--- src/rtl/mapper_pkg.sv ---
package mapper_pkg;

    typedef enum logic [2:0] {
        WR_ENABLE,
        WR_ROMBANK,
        WR_SELECT,
        WR_LATCH,
        WR_WINDOW,
        WR_NONE
    } wr_target_e;

    typedef enum logic [1:0] {
        SEL_RAM,
        SEL_CLOCK,
        SEL_IGNORE
    } sel_kind_e;

    typedef struct packed {
        logic       access_on;
        logic [7:0] rom_bank;
        logic [1:0] ram_bank;
        logic       clock_mode;
        logic [2:0] clock_idx;
    } ctrl_t;

    localparam logic [7:0] ENABLE_KEY  = 8'h0A;
    localparam logic [7:0] RAM_SEL_MAX = 8'h03;
    localparam logic [7:0] CLOCK_FIRST = 8'h08;
    localparam logic [7:0] CLOCK_LAST  = 8'h0C;
    localparam logic [7:0] LATCH_ARM   = 8'h00;
    localparam logic [7:0] LATCH_FIRE  = 8'h01;
    localparam logic [7:0] OPEN_BUS    = 8'hFF;

    function automatic wr_target_e decode_target(input logic [2:0] hi);
        case (hi)
            3'b000:  return WR_ENABLE;
            3'b001:  return WR_ROMBANK;
            3'b010:  return WR_SELECT;
            3'b011:  return WR_LATCH;
            3'b101:  return WR_WINDOW;
            default: return WR_NONE;
        endcase
    endfunction

    function automatic sel_kind_e classify_sel(input logic [7:0] d, input logic timer_present);
        if (d <= RAM_SEL_MAX)
            return SEL_RAM;
        if (timer_present && d >= CLOCK_FIRST && d <= CLOCK_LAST)
            return SEL_CLOCK;
        return SEL_IGNORE;
    endfunction

    function automatic logic [7:0] clamp_rom_bank(input logic [7:0] d, input logic [7:0] highest);
        logic [7:0] b;
        b = d;
        if (b > highest)
            b = highest;
        if (b == 8'd0)
            b = 8'd1;
        return b;
    endfunction

endpackage

--- src/rtl/mapper_ctrl_regs.sv ---
module mapper_ctrl_regs
    import mapper_pkg::*;
#(
    parameter int ROM_BANKS = 64,
    parameter bit HAS_TIMER = 1'b1
) (
    input  logic       clk,
    input  logic       rst,
    input  logic       wr_en,
    input  logic [2:0] addr_hi,
    input  logic [7:0] wdata,
    output ctrl_t      ctrl
);
    localparam logic [7:0] HIGHEST = 8'(ROM_BANKS - 1);

    wr_target_e tgt;
    sel_kind_e  kind;
    ctrl_t      nxt;

    always_comb begin
        tgt  = decode_target(addr_hi);
        kind = classify_sel(wdata, HAS_TIMER);
        nxt  = ctrl;
        if (wr_en) begin
            case (tgt)
                WR_ENABLE:  nxt.access_on = (wdata == ENABLE_KEY);
                WR_ROMBANK: nxt.rom_bank  = clamp_rom_bank(wdata, HIGHEST);
                WR_SELECT: begin
                    case (kind)
                        SEL_RAM: begin
                            nxt.ram_bank   = wdata[1:0];
                            nxt.clock_mode = 1'b0;
                        end
                        SEL_CLOCK: begin
                            nxt.clock_mode = 1'b1;
                            nxt.clock_idx  = 3'(wdata - CLOCK_FIRST);
                        end
                        default: ;
                    endcase
                end
                default: ;
            endcase
        end
    end

    always_ff @(posedge clk) begin
        if (rst) begin
            ctrl.access_on  <= 1'b0;
            ctrl.rom_bank   <= 8'd1;
            ctrl.ram_bank   <= 2'd0;
            ctrl.clock_mode <= 1'b0;
            ctrl.clock_idx  <= 3'd0;
        end else begin
            ctrl <= nxt;
        end
    end

    assert_reset_state_R1: assert property (@(posedge clk) disable iff (rst)
        $past(rst) |-> (ctrl.rom_bank == 8'd1 && !ctrl.access_on &&
                        ctrl.ram_bank == 2'd0 && !ctrl.clock_mode));

    assert_enable_key_R2: assert property (@(posedge clk) disable iff (rst)
        (wr_en && addr_hi == 3'b000) |=> (ctrl.access_on == ($past(wdata) == 8'h0A)));

    assert_bank_range_R3: assert property (@(posedge clk) disable iff (rst)
        (ctrl.rom_bank != 8'd0 && ctrl.rom_bank <= HIGHEST));

    assert_sel_ignored_R8: assert property (@(posedge clk) disable iff (rst)
        (wr_en && addr_hi == 3'b010 && wdata >= 8'h04 && wdata <= 8'h07)
        |=> ($stable(ctrl.clock_mode) && $stable(ctrl.ram_bank) && $stable(ctrl.clock_idx)));

endmodule

--- src/rtl/mapper_clock_regs.sv ---
module mapper_clock_regs
    import mapper_pkg::*;
#(
    parameter int CLK_REGS = 5
) (
    input  logic       clk,
    input  logic       rst,
    input  logic       live_we,
    input  logic [2:0] idx,
    input  logic [7:0] wdata,
    input  logic       latch_we,
    input  logic [7:0] latch_data,
    output logic [7:0] latched_rdata
);
    localparam int FLAT_W = CLK_REGS * 8;

    logic [FLAT_W-1:0] live_flat;
    logic [FLAT_W-1:0] held_flat;
    logic [7:0]        last_cmd;
    logic              capture;

    assign capture = latch_we && (latch_data == LATCH_FIRE) && (last_cmd == LATCH_ARM);

    always_ff @(posedge clk) begin
        if (rst)
            last_cmd <= OPEN_BUS;
        else if (latch_we)
            last_cmd <= latch_data;
    end

    for (genvar g = 0; g < CLK_REGS; g++) begin : g_reg
        logic [7:0] live_q;
        logic [7:0] held_q;

        always_ff @(posedge clk) begin
            if (rst) begin
                live_q <= 8'd0;
                held_q <= 8'd0;
            end else begin
                if (live_we && idx == 3'(g))
                    live_q <= wdata;
                if (capture)
                    held_q <= live_q;
            end
        end

        assign live_flat[g*8 +: 8] = live_q;
        assign held_flat[g*8 +: 8] = held_q;
    end

    always_comb begin
        latched_rdata = OPEN_BUS;
        for (int k = 0; k < CLK_REGS; k++) begin
            if (idx == 3'(k))
                latched_rdata = held_flat[k*8 +: 8];
        end
    end

    assert_latch_hold_R10: assert property (@(posedge clk) disable iff (rst)
        !(latch_we && latch_data == 8'h01) |=> $stable(held_flat));

    assert_latch_copy_R10: assert property (@(posedge clk) disable iff (rst)
        capture |=> (held_flat == $past(live_flat)));

endmodule

--- src/rtl/mapper_addr_path.sv ---
module mapper_addr_path
    import mapper_pkg::*;
#(
    parameter int ROM_BANKS = 64,
    parameter bit HAS_RAM   = 1'b1,
    localparam int ROM_AW   = $clog2(ROM_BANKS) + 14
) (
    input  logic [15:0]       addr,
    input  logic              wr_en,
    input  logic [7:0]        wdata,
    input  ctrl_t             ctrl,
    input  logic [7:0]        clock_rdata,
    input  logic [7:0]        ext_ram_rdata,
    output logic              rom_cs,
    output logic [ROM_AW-1:0] rom_addr,
    output logic [14:0]       ext_ram_addr,
    output logic [7:0]        ext_ram_wdata,
    output logic              ext_ram_we,
    output logic              clock_we,
    output logic [7:0]        bus_rdata
);
    logic win;
    logic ram_path;
    logic clock_path;

    always_comb begin
        win        = (decode_target(addr[15:13]) == WR_WINDOW);
        ram_path   = ctrl.access_on && !ctrl.clock_mode && (HAS_RAM != 1'b0);
        clock_path = ctrl.access_on && ctrl.clock_mode;

        rom_cs   = !addr[15];
        rom_addr = ROM_AW'({(addr[14] ? ctrl.rom_bank : 8'd0), addr[13:0]});

        ext_ram_addr  = {ctrl.ram_bank, addr[12:0]};
        ext_ram_wdata = wdata;
        ext_ram_we    = wr_en && win && ram_path;
        clock_we      = wr_en && win && clock_path;

        if (!win)
            bus_rdata = OPEN_BUS;
        else if (clock_path)
            bus_rdata = clock_rdata;
        else if (ram_path)
            bus_rdata = ext_ram_rdata;
        else
            bus_rdata = OPEN_BUS;
    end

endmodule

--- src/rtl/cart_mapper.sv ---
module cart_mapper
    import mapper_pkg::*;
#(
    parameter int ROM_BANKS = 64,
    parameter bit HAS_RAM   = 1'b1,
    parameter bit HAS_TIMER = 1'b1,
    parameter int CLK_REGS  = 5,
    localparam int ROM_AW   = $clog2(ROM_BANKS) + 14
) (
    input  logic              clk,
    input  logic              rst,
    input  logic [15:0]       bus_addr,
    input  logic [7:0]        bus_wdata,
    input  logic              bus_wr,
    output logic [7:0]        bus_rdata,
    output logic              rom_cs,
    output logic [ROM_AW-1:0] rom_addr,
    output logic [14:0]       ext_ram_addr,
    output logic [7:0]        ext_ram_wdata,
    output logic              ext_ram_we,
    input  logic [7:0]        ext_ram_rdata
);
    ctrl_t      ctrl;
    logic [7:0] clock_rdata;
    logic       clock_we;
    logic       latch_we;

    assign latch_we = bus_wr && (decode_target(bus_addr[15:13]) == WR_LATCH);

    mapper_ctrl_regs #(
        .ROM_BANKS (ROM_BANKS),
        .HAS_TIMER (HAS_TIMER)
    ) u_ctrl (
        .clk     (clk),
        .rst     (rst),
        .wr_en   (bus_wr),
        .addr_hi (bus_addr[15:13]),
        .wdata   (bus_wdata),
        .ctrl    (ctrl)
    );

    if (HAS_TIMER) begin : g_timer
        mapper_clock_regs #(
            .CLK_REGS (CLK_REGS)
        ) u_clock (
            .clk           (clk),
            .rst           (rst),
            .live_we       (clock_we),
            .idx           (ctrl.clock_idx),
            .wdata         (bus_wdata),
            .latch_we      (latch_we),
            .latch_data    (bus_wdata),
            .latched_rdata (clock_rdata)
        );
    end else begin : g_no_timer
        assign clock_rdata = OPEN_BUS;
    end

    mapper_addr_path #(
        .ROM_BANKS (ROM_BANKS),
        .HAS_RAM   (HAS_RAM)
    ) u_path (
        .addr          (bus_addr),
        .wr_en         (bus_wr),
        .wdata         (bus_wdata),
        .ctrl          (ctrl),
        .clock_rdata   (clock_rdata),
        .ext_ram_rdata (ext_ram_rdata),
        .rom_cs        (rom_cs),
        .rom_addr      (rom_addr),
        .ext_ram_addr  (ext_ram_addr),
        .ext_ram_wdata (ext_ram_wdata),
        .ext_ram_we    (ext_ram_we),
        .clock_we      (clock_we),
        .bus_rdata     (bus_rdata)
    );

    assert_rom_fixed_R4: assert property (@(posedge clk) disable iff (rst)
        (bus_addr[15:14] == 2'b00) |-> (rom_cs && rom_addr == ROM_AW'(bus_addr[13:0])));

    assert_window_closed_R6: assert property (@(posedge clk) disable iff (rst)
        (bus_addr[15:13] == 3'b101 && !ctrl.access_on) |-> (bus_rdata == 8'hFF));

    assert_ram_we_guard_R7: assert property (@(posedge clk) disable iff (rst)
        ext_ram_we |-> (ctrl.access_on && !ctrl.clock_mode && bus_addr[15:13] == 3'b101));

    assert_clock_no_ram_R9: assert property (@(posedge clk) disable iff (rst)
        ctrl.clock_mode |-> !ext_ram_we);

    assert_window_offset_R5: assert property (@(posedge clk) disable iff (rst)
        (bus_addr[15:13] == 3'b101) |-> (ext_ram_addr[12:0] == bus_addr[12:0]));

endmodule

--- config.mk ---
export PLATFORM = sky130hd
export DESIGN_NAME = cart_mapper
export DESIGN_NICKNAME = d
export VERILOG_FILES = /design/src/rtl/mapper_pkg.sv /design/src/rtl/mapper_ctrl_regs.sv /design/src/rtl/mapper_clock_regs.sv /design/src/rtl/mapper_addr_path.sv /design/src/rtl/cart_mapper.sv
export SDC_FILE = /design/constraint.sdc
export NUM_CORES = 1
export LEC_CHECK = 0
export BUFFER_PORTS_ARGS = -buffer_cell sky130_fd_sc_hd__buf_2
export CORE_ASPECT_RATIO = 1.5
export CORE_MARGIN = 2
export CORE_UTILIZATION = 47
export DETAILED_ROUTE_END_ITERATION = 8
export PLACE_DENSITY = 0.69
export SLEW_MARGIN = 20
export SYNTH_ARGS = -nofsm -noshare
export SYNTH_HDL_FRONTEND = slang
export SYNTH_SLANG_ARGS = --single-unit
export TNS_END_PERCENT = 5
--- constraint.sdc ---
create_clock -name clk -period 2.31 [get_ports clk]
set_input_delay 0.1155 -clock clk [delete_from_list [all_inputs] [get_ports clk]]
set_output_delay 0.1155 -clock clk [all_outputs]
set_load 0.02 [all_outputs]
==> results of run 1 <==
-- worst max-delay path: cells and delay by family (launching register included) --
| family | cells | cell delay (ns) |
|---|---|---|
| buffers and inverters | 1 | 0.16 |
| AND/OR/NAND/NOR | 3 | 0.94 |
| flip-flops | 1 | 0.34 |
| AO/OA/AOI/OAI | 1 | 0.28 |
-- registers in the layout (all words and copies together) (netlist names) --
name / flops
g_timer.u_clock.g.live_q: 40
g_timer.u_clock.g.held_q: 40
u_ctrl.ctrl: 13
g_timer.u_clock.last_cmd: 8
-- final cells by class --
| class | instances | area [um2] |
|---|---|---|
| Clock buffer | 12 | 246 |
| Clock inverter | 4 | 23.8 |
| Fill cell | 910 | 4620 |
| Inverter | 3 | 11.3 |
| Multi-Input combinational cell | 352 | 2170 |
| Sequential cell | 101 | 2020 |
| Tap cell | 115 | 144 |
| Timing Repair Buffer | 72 | 445 |
-- cells by family after synthesis --
logic type / share of synthesized area [%]
and+or+nand+nor: 21.9
AOI/OAI and AO/OA: 13.2
DFF: 43.2
buffers and inverters: 10.7
muxes: 11.0
-- layer usage --
layer	track usage, %	share of wire (%)	vias to the layer above	routed length [um]
met4	11.2	3.3	0	381
met1	26.3	40	1789	4680
met3	3.74	4.3	37	504
li1	-	-	1847	-
met2	38.2	52	114	6110
met5	0	0	-	0
-- worst max path at each step --
stage          slack (ns)                                  to      startpoint
3_5_place_dp         0.33  g_timer.u_clock.g_reg[0].held_q[1]    bus_wdata[4]
3_3_place_gp         0.40  g_timer.u_clock.g_reg[1].held_q[5]    bus_wdata[4]
2_1_floorplan        0.54                        bus_rdata[0]  u_ctrl.ctrl[2]
4_1_cts              0.07                        bus_rdata[3]  u_ctrl.ctrl[2]
6_report             0.12                        bus_rdata[1]  u_ctrl.ctrl[2]
5_1_grt              0.06                        bus_rdata[1]  u_ctrl.ctrl[2]
-- stage by stage --
stage | utilization, % | area (um2) | power (mW) | hold slack, ns
2_1_floorplan | - | 4680 | 1.96 | 0.236
3_3_place_gp | 49.5 | 4790 | 1.96 | 0.231
3_5_place_dp | 49.5 | 4790 | 1.96 | 0.231
4_1_cts | 52.2 | 5060 | 3.32 | 0.135
5_1_grt | 52.3 | 5060 | 3.41 | 0.149
6_report | 52.3 | 5060 | 3.30 | 0.148
-- cell usage in the layout, fill, tap and decap left out, types with 3 or more instances in the layout --
cell	instances
buf_4	22
a211oi_1	5
inv_1	3
buf_2	48
a21oi_1	53
mux4_2	5
clkinv_2	3
o22ai_1	8
o31ai_1	3
nor2_1	60
nand3_1	41
or3_1	4
o22a_1	3
dfxtp_1	101
nand3b_1	10
o21ai_1	40
nand4_1	3
nor4_4	4
nand2b_1	9
mux2_2	3
mux2i_1	37
nand2_1	35
nor3_1	3
clkbuf_16	9
and2_1	6
-- power groups by stage --
stage / combinational, mW / sequential (mW) / clock [mW]
final: 0.170 / 1.75 / 1.38
after floorplan: 0.167 / 1.79 / 0
after CTS: 0.170 / 1.75 / 1.40
after global routing: 0.182 / 1.75 / 1.47
after detailed placement: 0.170 / 1.79 / 0
after global placement: 0.167 / 1.79 / 0
-- repair_timing --
action / in CTS / in global routing
hold endpoints to repair: 0 / 0
setup buffers: 0 / 0
setup endpoints to repair: 0 / 1
resized for setup: 0 / 1
==> flow_summary.yaml, run 1 <==
worst_setup_path:
  r2r_start: "u_ctrl.ctrl[2]"
  start_kind: "register"
  r2r_end: "g_timer.u_clock.g_reg[4].live_q[1]"
  ff2ff_setup_slack_ns: 0.56
  arrival_ns: 2.07
  critPathMaxFanout: 5
  reg2reg_depth: 4
  path_cells: "or3b_4, or3_1, o22ai_1, nor2_1, buf_2"
  crit_required_ns: 2.19
  crit_type: "register to output pin"
  max_stage_delay_ns: 0.44
  endpoint_kind: "output pin"
  cpMaxStageDelayCell: "or3_1"
routing:
  drc_errors: 0
  vias: 3787
  dr.pass1.iters: 5
  wl_mm: 11.7
  final_antenna_net_count: 0
  routedWlPerCell_um: 17.7
  drt-vias-per-instance: 5.75
  drt-initial-drc-count: 407
logic_synthesis:
  synth-edff-count: 0
  yosys_warnings: 0
  yosysSeqAreaShare_pct: 43.2
  yosys.area.top_type: "dfxtp_1"
  synth_cells: 536
  synthArstFlopShare_pct: 0
  synth_fp_nets: 571
  synthTopCellsByCount: "101 x dfxtp_1, 60 x nor2_1, 53 x a21oi_1, 41 x nand3_1, 40 x o21ai_1"
  avgSynthCellArea_um2: 8.74
  synthDominantCellAreaShare_pct: 43.2
  ys_top_cells_by_area: "dfxtp_1 43%, mux2i_1 7.9%, buf_4 6.1%, a21oi_1 5.7%, nor2_1 4.8%"
  ys_seq_elements: 101
  synth.most_common_cell: "dfxtp_1"
  synth_ff_type: "dfxtp_1"
  ys_types: 41
  syn-cell-area_mm2: 0.00468
pwr:
  p_per_area_mw_per_mm2: 652
  p_sw_share_pct: 22.5
  power_frac_comb_pct: 5.1
  p_seq_share_pct: 53.1
  p_leak_nw: 1.79
  vdd_drop_max_mv: 0.564
  p_sw_mw: 0.742
  p_int_mw: 2.56
  clkPwrFrac_pct: 41.8
placed_design:
  portBuffers: 48
  dp_slack_ns: 0.327
  hpwl_mm: 7.91
  dp.cells: 643
  globalplace.congestion: 0.848
sta:
  period_share_pct: 94.7
  tightest_slew_ns: 0.626
  layout_min_cycle_time_ns: 2.19
  setup_tns_ns: 0
  slew_headroom_pct: 58.3
  hold_viol: 0
  rsz0062_at_grt: "false"
  max_freq_mhz: 457
  finalSetupViolations: 0
  fin_skew_ns: 0.00863
  fin_ws_ns: 0.122
  drv_slew: 0
cts:
  numCtsBuffers: 9
  h-tree-depth: 3
  path_clk_slew_ns: 0.07
  cts_buffer_depth: 2
  clock-root-buffer: "clkbuf_16"
  cts_tree: "done"
  cts_hold_buf: 0
  clock-sinks: 101
  clkLatencyLatePin_ns: 0.34
cells_and_area:
  synthToLayoutAreaGrowth_pct: 8.15
  diodes: 0
  fin_nets: 574
  fin_cells: 659
  drive_gt1_share_pct: 19.7
global_routing:
  grt_max_degree: 65
  grt_pass1_vias: 3682
  track_usage_pct: 22.2
  grt_pass1_wl_mm: 18.6
  grt-ovfl-total: 0
  antenna_found_initial: 0
die:
  die_area_mm2: 0.0108
  start_util_pct: 48.3
  die_x_um: 85.5
  ios: 88
  core-area_mm2: 0.00969
  std_cell_rows: 44
  die_h_um: 126
outcome:
  status: "finished, final reports clean"
worst_hold_path:
  min_path_cells: 3
  hp-start: "bus_wdata[2]"
  whs_endpoint: "g_timer.u_clock.g_reg[1].live_q[2]"
  hold_class: "input pin to register"
flow_run:
  cap_violations: 0
Note: power is estimated with default switching activity, not from simulation.
==> inputs of run 2 (changes only) <==
- CORE_UTILIZATION: 47 -> 25
- PLACE_DENSITY: 0.69 -> not set
==> run 2 against run 1 <==
Worst setup slack hardly changed. First-iteration DRC count is 45% lower. Sequential share of layout area is 1.2 points lower. Critical path depth stayed put. Die area is 84% higher. Clock-buffer cell count is 3 higher. Largest power group unchanged. Highest routed layer unchanged. Via count is 2.5% lower. Hold slack better by 0.0078 ns. Routed wire length is 7.8% higher. Clock power hardly changed.
==> flow_summary.yaml, run 2 (same netlist as run 1, synthesis figures left out) <==
cells_and_area:
  drive_gt1_share_pct: 19.1
  reg_top3: "g_timer.u_clock.g.held_q (40), g_timer.u_clock.g.live_q (40), u_ctrl.ctrl (13)"
  layout_commonest_cell: "dfxtp_1"
  fin_nets: 575
  final_cell_area_mm2: 0.00522
  fin_cells: 797
  diodes: 0
  fillerInstances: 2010
  most-common-layout-cells: "101 x dfxtp_1, 60 x nor2_1, 53 x a21oi_1, 48 x buf_2, 41 x nand3_1"
  synthToLayoutAreaGrowth_pct: 11.4
sta:
  finalSetupViolations: 0
  setup_tns_ns: 0
  fin_ws_ns: 0.122
  max_freq_mhz: 457
  fin_skew_ns: 0.00658
  rsz0062_at_grt: "false"
  slew_headroom_pct: 69.7
  drv_slew: 0
  layout_min_cycle_time_ns: 2.19
  tightest_slew_ns: 0.455
  hold_viol: 0
  period_share_pct: 94.7
placed_design:
  dp_slack_ns: 0.352
  globalplace.congestion: 0.815
  dp.cells: 781
  hpwl_mm: 8.56
  portBuffers: 48
  placed_cell_area_mm2: 0.00496
die:
  start_util_pct: 25.4
  die_area_mm2: 0.0199
  die_x_um: 116
  ios: 88
  die_h_um: 172
  core-area_mm2: 0.0185
  std_cell_rows: 61
pwr:
  power_mw: 3.28
  vdd_drop_max_mv: 0.334
  p_per_area_mw_per_mm2: 629
  p_leak_nw: 1.78
worst_hold_path:
  min_path_cells: 3
  hp-start: "bus_wdata[2]"
  whs_endpoint: "g_timer.u_clock.g_reg[2].live_q[2]"
  hold_class: "input pin to register"
worst_setup_path:
  ff2ff_setup_slack_ns: 0.55
  reg2reg_depth: 6
  endpoint_kind: "output pin"
  crit_type: "register to output pin"
  r2r_end: "g_timer.u_clock.g_reg[2].live_q[6]"
  critPathMaxFanout: 5
  start_kind: "register"
  arrival_ns: 2.07
  crit_required_ns: 2.19
  r2r_start: "u_ctrl.ctrl[3]"
cts:
  postCtsSetupBuffers: 0
  h-tree-depth: 3
  clock-sinks: 101
  numCtsBuffers: 9
  clkLatencyLatePin_ns: 0.34
  clock-root-buffer: "clkbuf_16"
  cts_buffer_depth: 2
  cts_tree: "done"
  path_clk_slew_ns: 0.07
global_routing:
  track_usage_pct: 13.1
  grt-ovfl-total: 0
  grt_max_degree: 41
  grt_pass1_vias: 3550
  grt_pass1_wl_mm: 19.6
  antenna_found_initial: 1
routing:
  wl_mm: 12.6
  drc_errors: 0
  dr.pass1.iters: 5
  final_antenna_net_count: 0
  routedWlPerCell_um: 15.8
  vias: 3692
  drt-initial-drc-count: 224
  drt-vias-per-instance: 4.63
outcome:
  status: "finished, final reports clean"
flow_run:
  cap_violations: 0
run 2: cell count changes in the layout (fill, tap and decap cells not counted), sizes merged:
cell / before / now
buf: 72 / 73
clkbuf: 12 / 15
clkinv: 4 / 0
clkinvlp: 0 / 1
run 2: repair_timing:
action | in CTS | in global routing
hold buffers | 0 | 0
endpoints found under the hold margin | 0 | 0
gates resized for setup | 0 | 1
endpoints found under the setup margin | 0 | 2
run 2: worst max-delay path, stage by stage (launching register included):
cell and delay (ns):
dfxtp_1 0.31, or3b_1 0.50, or3_4 0.45, o22ai_1 0.26, nor2_1 0.06, buf_2 0.16
run 2: through the flow:
step / util (%) / hold WS (ns)
2_1_floorplan: - / 0.236
3_3_place_gp: 26.8 / 0.231
3_5_place_dp: 26.8 / 0.231
4_1_cts: 28.2 / 0.155
5_1_grt: 28.3 / 0.194
6_report: 28.3 / 0.156
run 2: power breakdown:
part	internal [mW]	total, mW	switching (mW)
clock	0.734	1.35	0.618
sequential	1.75	1.75	0.00380
combinational	0.0538	0.175	0.122
run 2: worst max path at each step:
stage / cells after the start / start / slack (ns) / to
after floorplan: 6 / u_ctrl.ctrl[2] / 0.54 / bus_rdata[0]
after global placement: 5 / bus_wdata[4] / 0.36 / g_timer.u_clock.g_reg[0].held_q[6]
after detailed placement: 5 / bus_wdata[4] / 0.35 / g_timer.u_clock.g_reg[0].held_q[5]
after CTS: 5 / u_ctrl.ctrl[0] / 0.05 / bus_rdata[0]
after global routing: 5 / u_ctrl.ctrl[2] / 0.06 / bus_rdata[0]
final: 5 / u_ctrl.ctrl[0] / 0.12 / bus_rdata[1]
run 2: layer usage:
metal	wire, um	GRT usage [%]	part of all wire [%]
met4	608	7.97	4.8
met2	6420	22.7	51
met1	5010	14.8	40
met3	542	2.22	4.3
met5	0	0	0
run 2: area by class of cell:
type                       instances  area (um2)  area share, %
tap                              252         315           6.04
clock buffer                      15         248           4.75
multi-input combinational        352        2170           41.7
timing repair buffer              73         440           8.44
inverter                           3        11.3          0.216
clock inverter                     1        7.51          0.144
sequential                       101        2020           38.7
